[src/rtl/dwp_pkg.sv]
package dwp_pkg;
  localparam int CODE_W = 7;
  localparam logic [CODE_W-1:0] SPACE_CODE = 7'h20;

  typedef struct packed {
    logic       efd;
    logic [2:0] bright;
    logic       mblank;
  } ctrl_t;

  // Control-field layout of an attribute/control write.
  function automatic ctrl_t ctrl_from_bus(input logic [CODE_W-1:0] d);
    ctrl_t c;
    c.efd    = d[6];
    c.bright = d[5:3];
    c.mblank = d[2];
    return c;
  endfunction

  function automatic logic digit_hit(input int unsigned idx, input int unsigned adr);
    return idx == adr;
  endfunction
endpackage

[src/rtl/dwp_bus_sync.sv]
module dwp_bus_sync #(
  parameter int ADDR_W      = 2,
  parameter int CODE_W      = 7,
  parameter int SYNC_STAGES = 2
) (
  input  logic              clk,
  input  logic              rst_n,
  input  logic              ce1_n,
  input  logic              ce2_n,
  input  logic              wr_n,
  input  logic              sel_char,
  input  logic [ADDR_W-1:0] addr,
  input  logic [CODE_W-1:0] data,
  output logic              wr_fire,
  output logic              wr_sel,
  output logic [ADDR_W-1:0] wr_addr,
  output logic [CODE_W-1:0] wr_data
);
  // bus word: {ce1_n, ce2_n, wr_n, sel, addr, data}
  localparam int BW = 4 + ADDR_W + CODE_W;
  localparam logic [BW-1:0] IDLE = {3'b111, {(BW-3){1'b0}}};
  localparam int WR_BIT  = BW - 3;
  localparam int CE1_BIT = BW - 1;
  localparam int CE2_BIT = BW - 2;

  logic [BW-1:0] raw;
  logic [BW-1:0] stg [SYNC_STAGES+1];

  assign raw = {ce1_n, ce2_n, wr_n, sel_char, addr, data};

  genvar g;
  generate
    for (g = 0; g <= SYNC_STAGES; g++) begin : g_stage
      always_ff @(posedge clk or negedge rst_n) begin
        if (!rst_n)
          stg[g] <= IDLE;
        else if (g == 0)
          stg[g] <= raw;
        else
          stg[g] <= stg[g-1];
      end
    end
  endgenerate

  // stg[SYNC_STAGES] holds the sample before the synchronised strobe edge
  logic [BW-1:0] cur, prv;
  assign cur = stg[SYNC_STAGES-1];
  assign prv = stg[SYNC_STAGES];

  assign wr_fire = !prv[WR_BIT] && cur[WR_BIT] && !prv[CE1_BIT] && !prv[CE2_BIT];
  assign wr_sel  = prv[CODE_W+ADDR_W];
  assign wr_addr = prv[CODE_W +: ADDR_W];
  assign wr_data = prv[CODE_W-1:0];
endmodule

[src/rtl/dwp_clear_filter.sv]
module dwp_clear_filter #(
  parameter int CLR_CYCLES  = 1000,
  parameter int SYNC_STAGES = 2
) (
  input  logic clk,
  input  logic rst_n,
  input  logic clr_n,
  output logic clr_apply
);
  localparam int CW = $clog2(CLR_CYCLES + 1);
  localparam logic [CW-1:0] LIMIT = CW'(CLR_CYCLES);

  logic [SYNC_STAGES-1:0] sync_q;
  logic [CW-1:0]          low_cnt;
  logic                   clr_s;

  always_ff @(posedge clk or negedge rst_n) begin
    if (!rst_n) sync_q <= '1;
    else        sync_q <= {sync_q[SYNC_STAGES-2:0], clr_n};
  end
  assign clr_s = sync_q[SYNC_STAGES-1];

  function automatic logic [CW-1:0] sat_inc(input logic [CW-1:0] v);
    return (v == LIMIT) ? v : v + 1'b1;
  endfunction

  always_ff @(posedge clk or negedge rst_n) begin
    if (!rst_n)     low_cnt <= '0;
    else if (clr_s) low_cnt <= '0;
    else            low_cnt <= sat_inc(low_cnt);
  end

  assign clr_apply = !clr_s && (low_cnt == LIMIT);
endmodule

[src/rtl/dwp_store.sv]
module dwp_store
  import dwp_pkg::*;
#(
  parameter int DIGITS = 4,
  parameter int ADDR_W = 2
) (
  input  logic                     clk,
  input  logic                     rst_n,
  input  logic                     clr_apply,
  input  logic                     wr_fire,
  input  logic                     wr_sel,
  input  logic [ADDR_W-1:0]        wr_addr,
  input  logic [CODE_W-1:0]        wr_data,
  input  logic [ADDR_W-1:0]        rd_addr,
  output logic [CODE_W-1:0]        rd_char,
  output logic [DIGITS*CODE_W-1:0] char_flat,
  output logic [DIGITS-1:0]        cursor_q,
  output logic [DIGITS-1:0]        bdis_q,
  output ctrl_t                    ctrl_q
);
  logic [CODE_W-1:0] char_q [DIGITS];
  logic              char_we, attr_we;

  assign char_we = wr_fire &&  wr_sel && !clr_apply;
  assign attr_we = wr_fire && !wr_sel && !clr_apply;

  genvar d;
  generate
    for (d = 0; d < DIGITS; d++) begin : g_digit
      always_ff @(posedge clk or negedge rst_n) begin
        if (!rst_n)
          char_q[d] <= SPACE_CODE;
        else if (clr_apply)
          char_q[d] <= SPACE_CODE;
        else if (char_we && digit_hit(d, wr_addr))
          char_q[d] <= wr_data;
      end

      always_ff @(posedge clk or negedge rst_n) begin
        if (!rst_n) begin
          cursor_q[d] <= 1'b0;
          bdis_q[d]   <= 1'b0;
        end else if (clr_apply) begin
          cursor_q[d] <= 1'b0;
          bdis_q[d]   <= 1'b0;
        end else if (attr_we && digit_hit(d, wr_addr)) begin
          cursor_q[d] <= wr_data[0];
          bdis_q[d]   <= wr_data[1];
        end
      end

      assign char_flat[d*CODE_W +: CODE_W] = char_q[d];
    end
  endgenerate

  always_ff @(posedge clk or negedge rst_n) begin
    if (!rst_n)         ctrl_q <= '0;
    else if (clr_apply) ctrl_q <= '0;
    else if (attr_we)   ctrl_q <= ctrl_from_bus(wr_data);
  end

  assign rd_char = char_q[rd_addr];
endmodule

[src/rtl/disp_write_port.sv]
module disp_write_port
  import dwp_pkg::*;
#(
  parameter int DIGITS      = 4,
  parameter int CLR_CYCLES  = 1000,
  parameter int SYNC_STAGES = 2,
  localparam int ADDR_W     = $clog2(DIGITS)
) (
  input  logic              clk,
  input  logic              rst_n,
  input  logic              ce1_n,
  input  logic              ce2_n,
  input  logic              wr_n,
  input  logic              sel_char,
  input  logic [ADDR_W-1:0] addr,
  input  logic [CODE_W-1:0] data,
  input  logic              clr_n,
  input  logic [ADDR_W-1:0] rd_addr,
  output logic [CODE_W-1:0] rd_char,
  output logic [DIGITS-1:0] cursor_bits,
  output logic [DIGITS-1:0] blank_dis_bits,
  output logic              master_blank,
  output logic [2:0]        bright_code,
  output logic              ext_dis
);
  // named internal events, observed by the checker
  logic                     wr_fire;
  logic                     wr_sel;
  logic [ADDR_W-1:0]        wr_addr;
  logic [CODE_W-1:0]        wr_data;
  logic                     clr_apply;
  logic [DIGITS*CODE_W-1:0] char_flat;
  ctrl_t                    ctrl_q;

  dwp_bus_sync #(.ADDR_W(ADDR_W), .CODE_W(CODE_W), .SYNC_STAGES(SYNC_STAGES)) u_sync (
    .clk(clk), .rst_n(rst_n), .ce1_n(ce1_n), .ce2_n(ce2_n), .wr_n(wr_n),
    .sel_char(sel_char), .addr(addr), .data(data),
    .wr_fire(wr_fire), .wr_sel(wr_sel), .wr_addr(wr_addr), .wr_data(wr_data)
  );

  dwp_clear_filter #(.CLR_CYCLES(CLR_CYCLES), .SYNC_STAGES(SYNC_STAGES)) u_clr (
    .clk(clk), .rst_n(rst_n), .clr_n(clr_n), .clr_apply(clr_apply)
  );

  dwp_store #(.DIGITS(DIGITS), .ADDR_W(ADDR_W)) u_store (
    .clk(clk), .rst_n(rst_n), .clr_apply(clr_apply),
    .wr_fire(wr_fire), .wr_sel(wr_sel), .wr_addr(wr_addr), .wr_data(wr_data),
    .rd_addr(rd_addr), .rd_char(rd_char), .char_flat(char_flat),
    .cursor_q(cursor_bits), .bdis_q(blank_dis_bits), .ctrl_q(ctrl_q)
  );

  assign master_blank = ctrl_q.mblank;
  assign bright_code  = ctrl_q.bright;
  assign ext_dis      = ctrl_q.efd;
endmodule

[config.mk]
export PLATFORM = sky130hd
export DESIGN_NAME = disp_write_port
export DESIGN_NICKNAME = d
export VERILOG_FILES = /design/src/rtl/dwp_pkg.sv /design/src/rtl/dwp_bus_sync.sv /design/src/rtl/dwp_clear_filter.sv /design/src/rtl/dwp_store.sv /design/src/rtl/disp_write_port.sv
export SDC_FILE = /design/constraint.sdc
export NUM_CORES = 1
export LEC_CHECK = 0
export ABC_AREA = 1
export BUFFER_PORTS_ARGS = -buffer_cell sky130_fd_sc_hd__buf_4
export CORE_MARGIN = 1
export CORE_UTILIZATION = 58
export CTS_CLUSTER_DIAMETER = 80
export DETAILED_ROUTE_END_ITERATION = 7
export PLACE_DENSITY = 0.78
export SETUP_SLACK_MARGIN = 0.15
export SYNTH_ARGS = -nofsm -noshare
export SYNTH_HDL_FRONTEND = slang
export SYNTH_HIERARCHICAL = 1
export SYNTH_SLANG_ARGS = --single-unit
export TNS_END_PERCENT = 100
[constraint.sdc]
create_clock -name clk -period 2.3 [get_ports clk]
set_input_delay 0.115 -clock clk [delete_from_list [all_inputs] [get_ports clk]]
set_output_delay 0.115 -clock clk [all_outputs]
set_load 0.01 [all_outputs]
=== Yosys cells after proc, flatten, opt, wreduce, memory -nomap -nowiden ===
Cells that the tools add are included.

* Flip-flop bits (word level): 92
* Latch bits: 0
* Memory bits (writable): 0
* ROM bits: 0
* Bits of input ports: 18
* Logic and storage cells: 91
* Memories kept: 0

* Add/sub/neg operators: 1
* $mul: 0
* Divide/modulo/power cells: 0
* Magnitude comparators: 1
* Equal/unequal tests: 5
* Shift-type cells: 0
* Muxes and demuxes: 31
* Bitwise logic cells: 1
* Reduce and logical (&&, ||, !) cells: 32

{| class="wikitable"
|+ Operator list
! cell !! count
|-
| $mux W7 || 10
|-
| $mux W10 || 2
|-
| $reduce_bool A2 Y1 || 9
|-
| $logic_and A1 B1 Y1 || 16
|-
| $mux W1 || 16
|-
| $bmux W7 S2 || 1
|-
| $add A10 B1 Y10 const B || 1
|-
| $eq A10 B10 Y1 const B || 1
|-
| $mux W5 || 2
|-
| $logic_not A1 Y1 || 6
|-
| $eq A2 B2 Y1 const A || 2
|-
| $ge A3 B3 Y1 const B || 1
|-
| $not A2 Y3 || 1
|-
| $eq A1 B2 Y1 const A || 1
|-
| $logic_not A2 Y1 || 1
|-
| $ne A2 B1 Y1 const B || 1
|}

=== Depth between registers and ports, before layout ===
* Word-level depth: 9
* Depth in mapped cells: 11
* Gate-level depth less buffers: 10

=== Cells and area by module ===
Netlist, hierarchy kept.

{| class="wikitable"
|+ By module, submodules not included
! module !! times used !! cells each !! area each (um^2) !! sequential area each (um^2)
|-
| dwp_store || 1 || 264 || 2,052.0 || 1,031.0
|-
| dwp_bus_sync || 1 || 54 || 1,077.3 || 987.2
|-
| dwp_clear_filter || 1 || 89 || 668.1 || 302.8
|}

=== Worst setup path before layout ===
OpenSTA, ideal clock, no wires.

* Kind: reg2reg
* From: reg u_clr.low_cnt[0]
* To: reg u_store.char_q, in the netlist u_store/char_flat[10]
* Arrival time: 1.498 ns
* Data required time: 2.183 ns
* Path slack: 0.684 ns
* Stages on the path, launching flop included: 12
* Buffers on the path: 2
* Period minus slack after synthesis: 1.616 ns
* Path through: dfrtp_1 inv_1 ha_1 inv_1 nor3_1 nand3_1 nor2_1 buf_6 inv_4 buf_2 nand3_1 nand2_1

* Longest elaborated chain between the ends: 6
* Elaborated cells between the ends (all ways): 7
* Classes of those cells: 1 x eq/ne; 1 x mux; 5 x reduce/logical

{| class="wikitable"
|+ Ends and longest elaborated chain
! what !! line !! source
|-
| from (decl) || dwp_clear_filter.sv:14 || <nowiki>logic [CW-1:0] low_cnt;</nowiki>
|-
| from (signal assigned) || dwp_clear_filter.sv:30 || <nowiki>else low_cnt <= sat_inc(low_cnt);</nowiki>
|-
| $eq A10 B10 Y1 (*) || dwp_clear_filter.sv:33 || <nowiki>assign clr_apply = !clr_s && (low_cnt == LIMIT);</nowiki>
|-
| $logic_and A1 B1 Y1 (*) || dwp_clear_filter.sv:33 ||
|-
| via clr_apply || disp_write_port.sv:31 || <nowiki>logic clr_apply;</nowiki>
|-
| $logic_not A1 Y1 || dwp_store.sv:24 || <nowiki>assign char_we = wr_fire && wr_sel && !clr_apply;</nowiki>
|-
| $logic_and A1 B1 Y1 || dwp_store.sv:24 ||
|-
| $logic_and A1 B1 Y1 || dwp_store.sv:35 || <nowiki>else if (char_we && digit_hit(d, wr_addr))</nowiki>
|-
| $reduce_bool A2 Y1 (no line) || -- ||
|-
| to (signal, indexed assignment) || dwp_store.sv:36 || <nowiki>char_q[d] <= wr_data;</nowiki>
|-
| to (decl) || dwp_store.sv:21 || <nowiki>logic [CODE_W-1:0] char_q [DIGITS];</nowiki>
|}

Mark *: on every way through the listed nets, which the timed path passes. The rest lies on a longest branch.
A chain may end at the register's enable or synchronous reset.

=== Worst setup path after layout ===
* From: reg u_clr.low_cnt[0]
* To: reg, netlist name u_store/ctrl_q[1]

* Longest elaborated chain between the ends: 5
* Elaborated cells between the ends (all ways): 6
* Classes of those cells: 1 x eq/ne; 1 x mux; 4 x reduce/logical

{| class="wikitable"
|+ Ends and longest elaborated chain
! what !! line !! source
|-
| $eq A10 B10 Y1 (*) || dwp_clear_filter.sv:33 ||
|-
| $logic_and A1 B1 Y1 (*) || dwp_clear_filter.sv:33 ||
|-
| via clr_apply || disp_write_port.sv:31 ||
|-
| $logic_not A1 Y1 || dwp_store.sv:25 || <nowiki>assign attr_we = wr_fire && !wr_sel && !clr_apply;</nowiki>
|-
| $logic_and A1 B1 Y1 || dwp_store.sv:25 ||
|-
| $reduce_bool A2 Y1 (no line) || -- ||
|}

Marked as above.

==> results.py <==
metrics = {
    "status": {
        "status": "finished, final reports clean",
    },
    "critical_path": {
        "worstPathCellList": "inv_1, ha_1, inv_1, nor3_1, nand3_1, nor2_1, buf_4, inv_4, nand2_1, o21ai_0",
        "cp_top_family": "buffers and inverters",
        "slowest_delay_ns": 0.43,
        "crit_path_end_kind": "register",
        "crit_path_start_kind": "register",
        "crit_slowest_cell": "dfrtp_1",
        "arrival_ns": 2.11,
        "cp_common_cell": "inv_1",
        "crit_required_ns": 2.54,
        "path_buf_inv": 4,
        "path_class": "reg -> reg",
        "worst-path-max-fanout": 36,
    },
    "power_and_ir_drop": {
        "p_comb_frac": 0.109,
        "p_leak_nw": 2.37,
        "pwr-share-clk": 0.351,
        "internal-power_w": 0.00255,
        "p_per_area_nw_per_um2": 764,
        "p_sw_frac": 0.250,
        "switching_power_w": 0.000850,
        "seqPwrFrac": 0.541,
        "max-vdd-ir-drop_mv": 0.616,
    },
    "floorplanning": {
        "die_w_um": 82.9,
        "core-area_um2": 6350,
        "die_y_um": 82.9,
        "ios": 38,
        "fp-row-count": 29,
        "start_util": 0.598,
        "die-area_um2": 6870,
    },
    "synthesis": {
        "synth.top_cell.area_share": 0.507,
        "synth-compound-area-share": 0.0415,
        "ys.flop_type": "dfrtp_1",
        "async_flop_share": 1.00,
        "ys_seq_area_frac": 0.611,
        "synthTopCellsByArea": "dfrtp_1 (51%), nand2_1 (13%), dfstp_2 (10%)",
        "synth_xor_area_frac": 0.00461,
        "synth_fa_ha_area_frac": 0.00659,
        "syn_area_um2": 3800,
        "ys_types": 24,
        "muxShareOfSynthArea": 0,
        "yosys_register_bits": 92,
        "synth_top_family_by_area": "simple AND/OR/NAND/NOR gates",
        "syn_area_per_cell_um2": 9.33,
        "synth_area_leader_cell": "dfrtp_1",
        "synth_cells": 407,
        "syn_nets": 427,
        "synth_edf_count": 0,
        "yosysMostFrequentCell": "nand2_1",
        "synthTopCellsByCount": "nand2_1 (133), dfrtp_1 (77), inv_1 (49), nand3_1 (38), nor2_1 (20)",
        "ys_warn_count": 6,
        "synth_simple_gate_area_frac": 0.250,
    },
    "clock_tree": {
        "cts_tree": "built",
        "htreeDepth": 3,
        "ctsResizeCount": 0,
        "clk_latency_ns": 0.36,
        "clockBufferDepth": 2,
        "clk_pin_slew_worst_paths_ns": 0.09,
        "cts_root_buf": "clkbuf_8",
        "cts_buffers": 9,
        "cts_sinks": 92,
    },
    "timing": {
        "tightest_slew_ns": 0.645,
        "max-slew-margin-rel": 0.570,
        "finalClockSkew_ns": 0.00709,
        "setup_violations": 0,
        "setup_tns_ns": 0,
        "rsz0062_at_grt": "false",
        "finalCriticalPeriod_ns": 1.86,
        "hold_viol_final": 0,
        "whs_ns": 0.317,
        "drv_slew": 0,
        "fmax_mhz": 537,
        "fin_crit_sh": 0.810,
    },
    "final_layout": {
        "antenna_cells": 0,
        "fillCellCount": 491,
        "drive_gt1_frac": 0.199,
        "register_area_um2": 2320,
        "fin_area_um2": 4450,
        "multi_input_area_um2": 1150,
        "nets": 477,
        "area.growth.synth_to_final_pct": 17.3,
        "fin_util": 0.701,
    },
    "grt": {
        "grt_pass1_vias": 2665,
        "grtUsageTotal": 0.239,
        "overflow": 0,
        "grt_pass1_wl_um": 12600,
        "grt_max_degree": 53,
        "grt_antenna_before_repair": 0,
    },
    "placement": {
        "dp_hpwl_um": 5040,
        "io_buffers": 37,
        "dpl_cell_area_um2": 4080,
        "finalWeightedCongestion": 0.879,
    },
    "drt": {
        "post_drt_wl_per_cell_um": 13.7,
        "drtIter0Drc": 147,
        "vias": 2741,
        "post_drt_via_cell_ratio": 5.09,
        "drc": 0,
        "wl_um": 7380,
        "drtPass1Iterations": 4,
        "ant_nets": 0,
    },
    "worst_hold_path": {
        "hold_path_class": "in -> async",
    },
    "job": {
        "drv_cap": 0,
    },
}
==> metal layers <==
layer  global-route usage  up-vias  part of all wire
met2                0.392       63              0.52
met3               0.0765        9             0.041
li1                     -     1351                 -
met5                    0        -                 0
met1                0.303     1318              0.43
met4               0.0799        0             0.011
==> repair_timing <==
action / CTS / global route
hold endpoints to repair: 51 / 0
setup buffers: 0 / 0
hold buffers: 15 / 0
==> final timing paths <==
check | startpoint | to | slack (ns) | cells after the start
worst max-delay path | u_clr/low_cnt[0] | u_store/ctrl_q[1] | 0.44 | 10
worst min-delay path | rst_n | u_sync/cur[9] | 0.32 | 2
worst max register to register | u_clr/low_cnt[0] | u_store/ctrl_q[1] | 0.44 | 10
worst min register to register | u_sync/stg[32] | u_sync/cur[6] | 0.35 | 0
max in group asynchronous | rst_n | u_sync/prv[6] | 1.26 | 3
min in group clk | u_sync/stg[32] | u_sync/cur[6] | 0.35 | 0
==> power by group through the flow <==
| stage | registers (W) | logic, W | clock network, W |
|---|---|---|---|
| global placement | 0.00187 | 0.000338 | 0 |
| finish | 0.00184 | 0.000369 | 0.00119 |
| detailed placement | 0.00187 | 0.000353 | 0 |
| CTS | 0.00184 | 0.000374 | 0.00123 |
| floorplan | 0.00187 | 0.000179 | 0 |
| global route | 0.00186 | 0.000419 | 0.00129 |
==> state kept, by name, summed over array words and instances, names as in the netlist <==
name and count:
u_sync/stg 13, u_store/char_flat 28, u_store/cursor_q 4, u_sync/cur 13, u_clr/low_cnt 10, u_store/bdis_q 4
u_sync/prv 13, u_store/ctrl_q 5, u_clr/sync_q 2
==> cell families after synthesis <==
| kind of cell | after synthesis |
|---|---|
| DFF | 92 |
| xor gates and xnor gates | 2 |
| AOI/OAI and AO/OA | 28 |
| adders and majority gates | 2 |
| and+or+nand+nor | 213 |
| buffers and inverters | 70 |
==> layout make-up <==
type,count,area share
tap,77,0.0216
clock inverter,7,0.0225
inverter,53,0.0463
clock buffer,9,0.0278
sequential,92,0.521
timing repair buffer,56,0.103
multi-input combinational,245,0.258
==> stage by stage <==
stage / power [W] / cells / setup slack, ns
3_5_place_dp: 0.00223 / 508 / 0.431
2_1_floorplan: 0.00205 / 407 / 0.684
4_1_cts: 0.00344 / 539 / 0.434
5_1_grt: 0.00357 / 539 / 0.208
3_3_place_gp: 0.00220 / 508 / 0.546
6_report: 0.00340 / 539 / 0.436
==> placed cells by master, fill, tap and decap left out, drive strengths merged <==
master       count
clkinvlp         3
dfstp           15
ha               2
nor2            29
bufinv           2
inv             52
xor2             2
nand3           39
dfrtp           77
nand2          138
nor3b            1
dlygate4sd3     15
clkinv           3
o211ai           7
buf             41
a21oi            8
o21ai           13
nor3             3
nand4            3
clkbuf           9
Note: power is estimated with default switching activity, not from simulation.
